--- config.mk ---
export PLATFORM = sky130hd
export DESIGN_NAME = rxerr_log
export DESIGN_NICKNAME = d
export VERILOG_FILES = /design/src/rtl/rxerr_pkg.sv /design/src/rtl/rxerr_evmap.sv /design/src/rtl/rxerr_sticky.sv /design/src/rtl/rxerr_regs.sv /design/src/rtl/rxerr_log.sv
export SDC_FILE = /design/constraint.sdc
export NUM_CORES = 1
export LEC_CHECK = 0
export ABC_AREA = 1
export BUFFER_PORTS_ARGS = -buffer_cell sky130_fd_sc_hd__buf_2
export CORE_MARGIN = 2
export CORE_UTILIZATION = 38
export CTS_CLUSTER_DIAMETER = 50
export DETAILED_ROUTE_END_ITERATION = 6
export PLACE_DENSITY = 0.72
export SLEW_MARGIN = 20
export SYNTH_ARGS = -nofsm -noshare
export SYNTH_HDL_FRONTEND = slang
export SYNTH_SLANG_ARGS = --single-unit
--- constraint.sdc ---
create_clock -name clk -period 0.82 [get_ports clk]
set_clock_uncertainty 0.2 [all_clocks]
set_input_delay 0.164 -clock clk [delete_from_list [all_inputs] [get_ports clk]]
set_output_delay 0.164 -clock clk [all_outputs]
set_load 0.1 [all_outputs]
--- src/rtl/rxerr_pkg.sv ---
package rxerr_pkg;
  localparam int NBITS   = 5;
  localparam int B_PAR   = 0;
  localparam int B_BIP   = 1;
  localparam int B_CONF  = 2;
  localparam int B_VALID = 3;
  localparam int B_UNLK  = 4;

  typedef logic [NBITS-1:0] errvec_t;

  // Compose the raw event vector from the receiver indications.
  function automatic errvec_t f_event_vec(input logic unlock, input logic bip,
                                          input logic par, input logic valid);
    errvec_t v;
    v          = '0;
    v[B_PAR]   = par;
    v[B_BIP]   = bip;
    v[B_CONF]  = bip | unlock;
    v[B_VALID] = valid;
    v[B_UNLK]  = unlock;
    return v;
  endfunction

  // Next value of one sticky bit.
  function automatic logic f_sticky_next(input logic cur, input logic ev,
                                         input logic en, input logic clr);
    return (cur & ~clr) | (ev & en);
  endfunction
endpackage

--- src/rtl/rxerr_evmap.sv ---
module rxerr_evmap
  import rxerr_pkg::*;
(
  input  logic    unlock,
  input  logic    bip,
  input  logic    par,
  input  logic    valid,
  output errvec_t ev_vec
);
  always_comb ev_vec = f_event_vec(unlock, bip, par, valid);
endmodule

--- src/rtl/rxerr_sticky.sv ---
module rxerr_sticky
  import rxerr_pkg::*;
#(
  parameter int N = NBITS
) (
  input  logic         clk,
  input  logic         rst_n,
  input  logic [N-1:0] ev_vec,
  input  logic [N-1:0] en_vec,
  input  logic         clr,
  output logic [N-1:0] status
);
  for (genvar i = 0; i < N; i++) begin : g_bit
    logic bit_q;
    always_ff @(posedge clk) begin
      if (!rst_n) bit_q <= 1'b0;
      else        bit_q <= f_sticky_next(bit_q, ev_vec[i], en_vec[i], clr);
    end
    assign status[i] = bit_q;
  end
endmodule

--- src/rtl/rxerr_regs.sv ---
module rxerr_regs #(
  parameter int N      = 5,
  parameter int DATA_W = 8,
  parameter int ADDR_W = 2
) (
  input  logic              clk,
  input  logic              rst_n,
  input  logic [ADDR_W-1:0] reg_addr,
  input  logic              reg_wr,
  input  logic              reg_rd,
  input  logic [DATA_W-1:0] reg_wdata,
  input  logic [N-1:0]      status,
  output logic [N-1:0]      en_vec,
  output logic              clr,
  output logic [DATA_W-1:0] reg_rdata
);
  localparam logic [ADDR_W-1:0] A_STATUS = ADDR_W'(0);
  localparam logic [ADDR_W-1:0] A_ENABLE = ADDR_W'(1);
  localparam int               PAD      = DATA_W - N;

  logic [N-1:0] en_q;
  logic         sel_status, sel_enable;

  assign sel_status = (reg_addr == A_STATUS);
  assign sel_enable = (reg_addr == A_ENABLE);

  always_ff @(posedge clk) begin
    if (!rst_n)                    en_q <= '0;
    else if (reg_wr && sel_enable) en_q <= reg_wdata[N-1:0];
  end

  assign en_vec = en_q;
  assign clr    = reg_rd & sel_status;

  always_comb begin
    reg_rdata = '0;
    if (sel_status)      reg_rdata = {{PAD{1'b0}}, status};
    else if (sel_enable) reg_rdata = {{PAD{1'b0}}, en_q};
  end
endmodule

--- src/rtl/rxerr_log.sv ---
module rxerr_log
  import rxerr_pkg::*;
#(
  parameter int DATA_W = 8,
  parameter int ADDR_W = 2
) (
  input  logic              clk,
  input  logic              rst_n,
  input  logic              rx_unlock,
  input  logic              rx_biphase_err,
  input  logic              rx_parity_err,
  input  logic              rx_valid_flag,
  input  logic [ADDR_W-1:0] reg_addr,
  input  logic              reg_wr,
  input  logic              reg_rd,
  input  logic [DATA_W-1:0] reg_wdata,
  output logic [DATA_W-1:0] reg_rdata,
  output logic              irq
);
  errvec_t ev_vec;
  errvec_t en_vec;
  errvec_t status;
  logic    rd_clr;

  rxerr_evmap u_evmap (
    .unlock (rx_unlock),
    .bip    (rx_biphase_err),
    .par    (rx_parity_err),
    .valid  (rx_valid_flag),
    .ev_vec (ev_vec)
  );

  rxerr_sticky #(.N(NBITS)) u_sticky (
    .clk    (clk),
    .rst_n  (rst_n),
    .ev_vec (ev_vec),
    .en_vec (en_vec),
    .clr    (rd_clr),
    .status (status)
  );

  rxerr_regs #(.N(NBITS), .DATA_W(DATA_W), .ADDR_W(ADDR_W)) u_regs (
    .clk       (clk),
    .rst_n     (rst_n),
    .reg_addr  (reg_addr),
    .reg_wr    (reg_wr),
    .reg_rd    (reg_rd),
    .reg_wdata (reg_wdata),
    .status    (status),
    .en_vec    (en_vec),
    .clr       (rd_clr),
    .reg_rdata (reg_rdata)
  );

  assign irq = |(status & en_vec);
endmodule

==> results of run 1 <==
==> final timing paths <==
path                                start                       to  slack [ps]
setup / recovery  u_sticky.g_bit[0].bit_q                      irq        -680
hold / removal               reg_wdata[0]         u_regs.en_vec[0]         -90
setup reg to reg         u_regs.en_vec[0]         u_regs.en_vec[0]        -180
hold reg to reg          u_regs.en_vec[1]  u_sticky.g_bit[1].bit_q         280
==> metal layers <==
layer,GRT usage,share of wire
met1,0.309,0.36
met2,0.387,0.53
met3,0.0652,0.054
met4,0.142,0.053
met5,0,0
==> synth_stat cells <==
cell type,count,share of area
a21oi_1,5,0.049
nand3_4,1,0.034
nor2_4,1,0.022
nand2_4,1,0.022
dfxtp_1,10,0.39
inv_1,8,0.058
nand2_1,31,0.23
conb_1,1,0.0073
buf_4,3,0.044
nor2_1,11,0.080
o21ai_0,7,0.068
==> stage by stage <==
step | utilization | instances | TNS [ps] | setup slack (ps)
floorplan | - | 81 | -2990 | -486
finish | 0.879 | 132 | -4560 | -678
detailed placement | 0.661 | 121 | -5810 | -466
CTS | 0.756 | 127 | -4490 | -685
global route | 0.879 | 132 | -5020 | -720
global placement | 0.661 | 121 | -5440 | -421
==> cells in the final DEF (no fill, tap or decap), types with 3 or more instances in the layout <==
master	instances
nor2_1	10
nand2_4	9
inv_2	4
conb_1	3
buf_2	12
a21oi_2	5
dfxtp_2	9
buf_12	6
nand2_1	15
buf_4	4
buf_6	12
o21ai_4	6
clkbuf_4	3
nand2_2	7
==> sequential cells by signal (all words and copies together) (netlist names) <==
| name | count |
|---|---|
| u_sticky.g_bit.bit_q | 5 |
| u_regs.en_vec | 5 |
==> repair_timing <==
item / CTS / global route
gates cloned: 1 / 0
gates resized for setup: 29 / 35
hold endpoints to repair: 9 / 9
endpoints found under the setup margin: 16 / 16
pin swaps: 4 / 16
setup buffers: 3 / 6
==> worst reg2reg max path, cell delays in order, from the launching register on <==
cell and delay, ps:
dfxtp_2 320, buf_6 120, inv_4 60, buf_6 90
nand2_2 40, nand2_1 50, nor2_1 40
==> kinds of logic (layout without fill, tap and decap cells) <==
logic type / count (synthesis) / count (layout) / synth area share
simple gates: 45 / 46 / 0.384
other cells: 1 / 3 / 0.00729
buf+inv: 11 / 46 / 0.102
flops: 10 / 10 / 0.389
compound gates: 12 / 12 / 0.117
==> power by group through the flow <==
stage	sequential (mW)	combinational (mW)	clock, mW
global placement	0.533	0.345	0
CTS	0.529	0.395	0.341
floorplan	0.532	0.231	0
finish	0.532	0.468	0.339
global route	0.534	0.489	0.370
detailed placement	0.535	0.351	0
==> layout make-up <==
class,instances,area share
clock buffer,3,0.0199
inverter,8,0.0343
multi-input combinational,61,0.420
sequential,10,0.190
tap,15,0.0166
timing repair buffer,35,0.319
==> impl_metrics.py, run 1 <==
metrics = {
    "synth": {
        "syn_area_um2": 514,
        "syn-mean-instance-area_um2": 6.51,
        "synth_cell_types": 11,
        "ys_seq_area_frac": 0.389,
        "netlist_instances": 79,
        "synth_seq_cells": 10,
        "yosysWarnings": 0,
    },
    "outcome": {
        "status": "complete, but fails checks",
        "violations": "hold timing, setup timing",
    },
    "sta": {
        "hold_viol_final": 9,
        "worst_slack_ps": -678,
        "max_freq_ghz": 0.667,
        "fin_crit_ps": 1500,
        "whs_ps": -93.6,
        "finalSetupViolations": 16,
        "finalCritPeriodShare": 1.83,
        "slew_violations": 0,
        "rsz0062_at_grt": "yes",
    },
    "layout": {
        "nets": 137,
        "area_delta_synth_final_pct": 120,
        "multi_input_area_um2": 474,
        "antenna_cells": 0,
        "fin_area_um2": 1130,
        "n_fill_cell": 63,
        "ff_latch_area_um2": 215,
        "layout-drive-gt1-share": 0.744,
    },
    "global_route": {
        "grt_pass1_wl_um": 2590,
        "gr-total-overflow": 0,
        "grt.total_usage": 0.250,
        "grt_max_degree": 7,
        "antenna_found_initial": 0,
        "grt_pass1_vias": 581,
    },
    "power_and_ir_drop": {
        "internal_power_mw": 0.852,
        "power_mw": 1.34,
        "switching_share": 0.363,
        "pwr-share-clk": 0.253,
        "peakVddDrop_mv": 1.04,
        "comb_power_share": 0.350,
        "leakagePower_nw": 0.519,
        "powerDensity_nw_per_um2": 1180,
        "sequentialPowerShare": 0.397,
        "power.switching_mw": 0.486,
    },
    "placed_design": {
        "place_congestion": 0.800,
        "place_area_um2": 850,
        "numPortBuffers": 20,
        "dpl.hpwl_um": 1080,
    },
    "floorplan": {
        "start_util": 0.400,
        "core-area_um2": 1280,
        "dieArea_um2": 1660,
        "die_w_um": 40.8,
        "placementRows": 13,
        "io_pins": 27,
        "die_y_um": 40.8,
    },
    "setup_path": {
        "crit_path_max_fanout": 2,
        "cp_top_family": "flip-flops",
        "cp_slowest_cell": "dfxtp_2",
        "critical_path_arrival_ps": 1130,
        "cpPeakStageDelay_ps": 330,
        "cp_data_required_time_ps": 460,
        "crit_chain": "nand2_1, nand2_2, nor2_4, o21ai_4, buf_12",
        "r2r_cells": 6,
        "path_depth": 5,
        "worst-setup-path-type": "reg -> out",
        "worst_setup_path_start_kind": "flop",
        "worst-path-buf-inv": 1,
        "setup.worst_path.end_class": "output port",
    },
    "detailed_routing": {
        "drcViolationCount": 0,
        "via_count": 671,
        "initialDrtViolationCount": 17,
        "ant_nets": 0,
        "finalWirelength_um": 2060,
        "wl_per_cell_um": 15.6,
        "detail_route.vias_per_cell": 5.08,
        "firstDrtPassIters": 5,
    },
    "run": {
        "maxCapViolations": 0,
    },
    "cts": {
        "cts_max_level": 1,
        "clock_path_buffers": 2,
        "tritoncts": "built",
        "clkTransAtPathRegs_ps": 60,
        "cts_buffers": 3,
        "clk_latency_ps": 260,
        "cts_root_buf": "clkbuf_4",
        "cts_sinks": 10,
    },
    "hold_path": {
        "holdPathStages": 3,
        "min-delay-path-class": "in -> reg",
    },
}
Power figures use the tool's default switching activity.
==> inputs of run 2 (changes only) <==
PLACE_DENSITY = 0.77   (was 0.72)
==> run 2 against run 1 <==
The flow still finishes with violations (hold timing, setup timing). Non-clock buffer count shrank 3. Clock power rose by 33%. Hold slack improved by 4.6 ps. Clock-buffer cell count rose by 1. Utilization fell by 5.4 points. Global-route usage decreased by 2.2 points. Cell area is 6.1% lower. Total power up 5.9%.
==> impl_metrics.py, run 2 (synthesis results as in run 1) <==
metrics = {
    "outcome": {
        "status": "complete, but fails checks",
        "violations": "hold timing, setup timing",
    },
    "sta": {
        "whs_ps": -89.0,
        "max_freq_ghz": 0.660,
        "finalCritPeriodShare": 1.85,
        "rsz0062_at_grt": "yes",
        "finalSetupViolations": 15,
        "fin_crit_ps": 1510,
        "worst_slack_ps": -695,
        "slew_violations": 0,
        "hold_viol_final": 9,
    },
    "setup_path": {
        "r2r_cells": 4,
        "worst_setup_path_start_kind": "flop",
        "r2r_start": "u_sticky.g_bit[1].bit_q",
        "rrSetupSlack_ps": -150,
        "critical_path_arrival_ps": 1150,
        "r2r-end": "u_sticky.g_bit[1].bit_q",
        "setup.worst_path.end_class": "output port",
        "crit_end": "irq",
        "cp-startpoint": "u_regs.en_vec[1]",
        "cp_data_required_time_ps": 460,
        "worst-setup-path-type": "reg -> out",
        "crit_path_max_fanout": 3,
    },
    "layout": {
        "final_common_cell": "nand2_1",
        "layout-drive-gt1-share": 0.678,
        "final_cell_mix": "19 x nand2_1, 12 x buf_2, 10 x nor2_1, 10 x dfxtp_2, 8 x nand2_2",
        "n_fill_cell": 74,
        "fin_area_um2": 1060,
        "area_delta_synth_final_pct": 106,
        "antenna_cells": 0,
        "nets": 134,
    },
    "placed_design": {
        "place_area_um2": 842,
        "place_congestion": 0.809,
        "numPortBuffers": 20,
        "dpl.hpwl_um": 1040,
    },
    "floorplan": {
        "io_pins": 27,
        "die_y_um": 40.8,
        "core-area_um2": 1280,
        "placementRows": 13,
        "start_util": 0.400,
        "dieArea_um2": 1660,
        "die_w_um": 40.8,
    },
    "detailed_routing": {
        "drcViolationCount": 0,
        "ant_nets": 0,
        "initialDrtViolationCount": 26,
        "wl_per_cell_um": 14.6,
        "detail_route.vias_per_cell": 5.08,
        "finalWirelength_um": 1890,
        "via_count": 660,
        "firstDrtPassIters": 4,
    },
    "cts": {
        "cts_buffers": 3,
        "cts_max_level": 1,
        "clk_latency_ps": 270,
        "cts_sinks": 10,
        "cts_root_buf": "clkbuf_4",
        "clkTransAtPathRegs_ps": 70,
        "clock_path_buffers": 2,
        "tritoncts": "built",
    },
    "global_route": {
        "grt_pass1_vias": 514,
        "grt.total_usage": 0.228,
        "grt_max_degree": 7,
        "grt_pass1_wl_um": 2370,
        "gr-total-overflow": 0,
        "antenna_found_initial": 0,
    },
    "hold_path": {
        "min-delay-path-class": "in -> reg",
    },
    "power_and_ir_drop": {
        "power.switching_mw": 0.479,
        "power_mw": 1.42,
        "sequentialPowerShare": 0.375,
        "powerDensity_nw_per_um2": 1340,
        "switching_share": 0.338,
        "peakVddDrop_mv": 0.974,
        "internal_power_mw": 0.939,
        "leakagePower_nw": 0.492,
        "comb_power_share": 0.307,
        "pwr-share-clk": 0.318,
    },
    "run": {
        "maxCapViolations": 0,
    },
}
[run 2: changes by cell type in the layout (fill, tap and decap cells not counted), sizes merged]
cell	change
buf	-3
clkbuf	+1
[run 2: final cells by class]
class,instances,area [um2],area share
Inverter,8,38.8,0.0366
Timing Repair Buffer,32,328,0.309
Clock buffer,4,36.3,0.0342
Sequential cell,10,213,0.200
Multi-Input combinational cell,61,427,0.402
Tap cell,15,18.8,0.0177
[run 2: timing repair]
item,4_1_cts,5_1_grt
endpoints found under the hold margin,9,9
gates cloned,1,0
pin swaps,4,7
setup endpoints to repair,16,16
buffers inserted,3,4
resized for setup,28,17
[run 2: stage by stage]
stage,util,setup slack [ps],instances,setup TNS [ps]
final,0.826,-695,130,-4350
after global routing,0.826,-728,130,-4870
after CTS,0.764,-662,127,-4300
after detailed placement,0.655,-432,120,-5710
after global placement,0.655,-421,120,-5440
after floorplan,-,-486,81,-2990
[run 2: worst min path at each step]
| stage | from | end | slack [ps] | cells after the start |
|---|---|---|---|---|
| global route | reg_wdata[4] | u_regs.en_vec[4] | -80 | 3 |
| detailed placement | reg_wdata[2] | u_regs.en_vec[2] | 190 | 3 |
| finish | reg_wdata[2] | u_regs.en_vec[2] | -90 | 3 |
| global placement | reg_wdata[1] | u_regs.en_vec[1] | 180 | 3 |
| floorplan | rst_n | u_regs.en_vec[4] | 80 | 2 |
| CTS | reg_wdata[2] | u_regs.en_vec[2] | -100 | 3 |
[run 2: power by group through the flow]
| stage | clock network (mW) | registers, mW | logic [mW] |
|---|---|---|---|
| CTS | 0.458 | 0.527 | 0.393 |
| global route | 0.477 | 0.535 | 0.454 |
| global placement | 0 | 0.533 | 0.342 |
| detailed placement | 0 | 0.534 | 0.349 |
| floorplan | 0 | 0.532 | 0.231 |
| finish | 0.450 | 0.532 | 0.436 |
[run 2: layer usage]
layer	part of all wire	vias to the layer above	wire, um	global-route usage
li1	-	314	-	-
met1	0.40	315	750	0.274
met2	0.55	27	1030	0.383
met3	0.044	4	83	0.0326
met4	0.014	0	27	0.125
met5	0	-	0	0
[run 2: worst max-delay path: stages, from the launching register on]
cell     delay [ps]
dfxtp_2         330
nand2_1          70
nand2_1         110
nor2_4          130
o21ai_4          80
buf_12          170
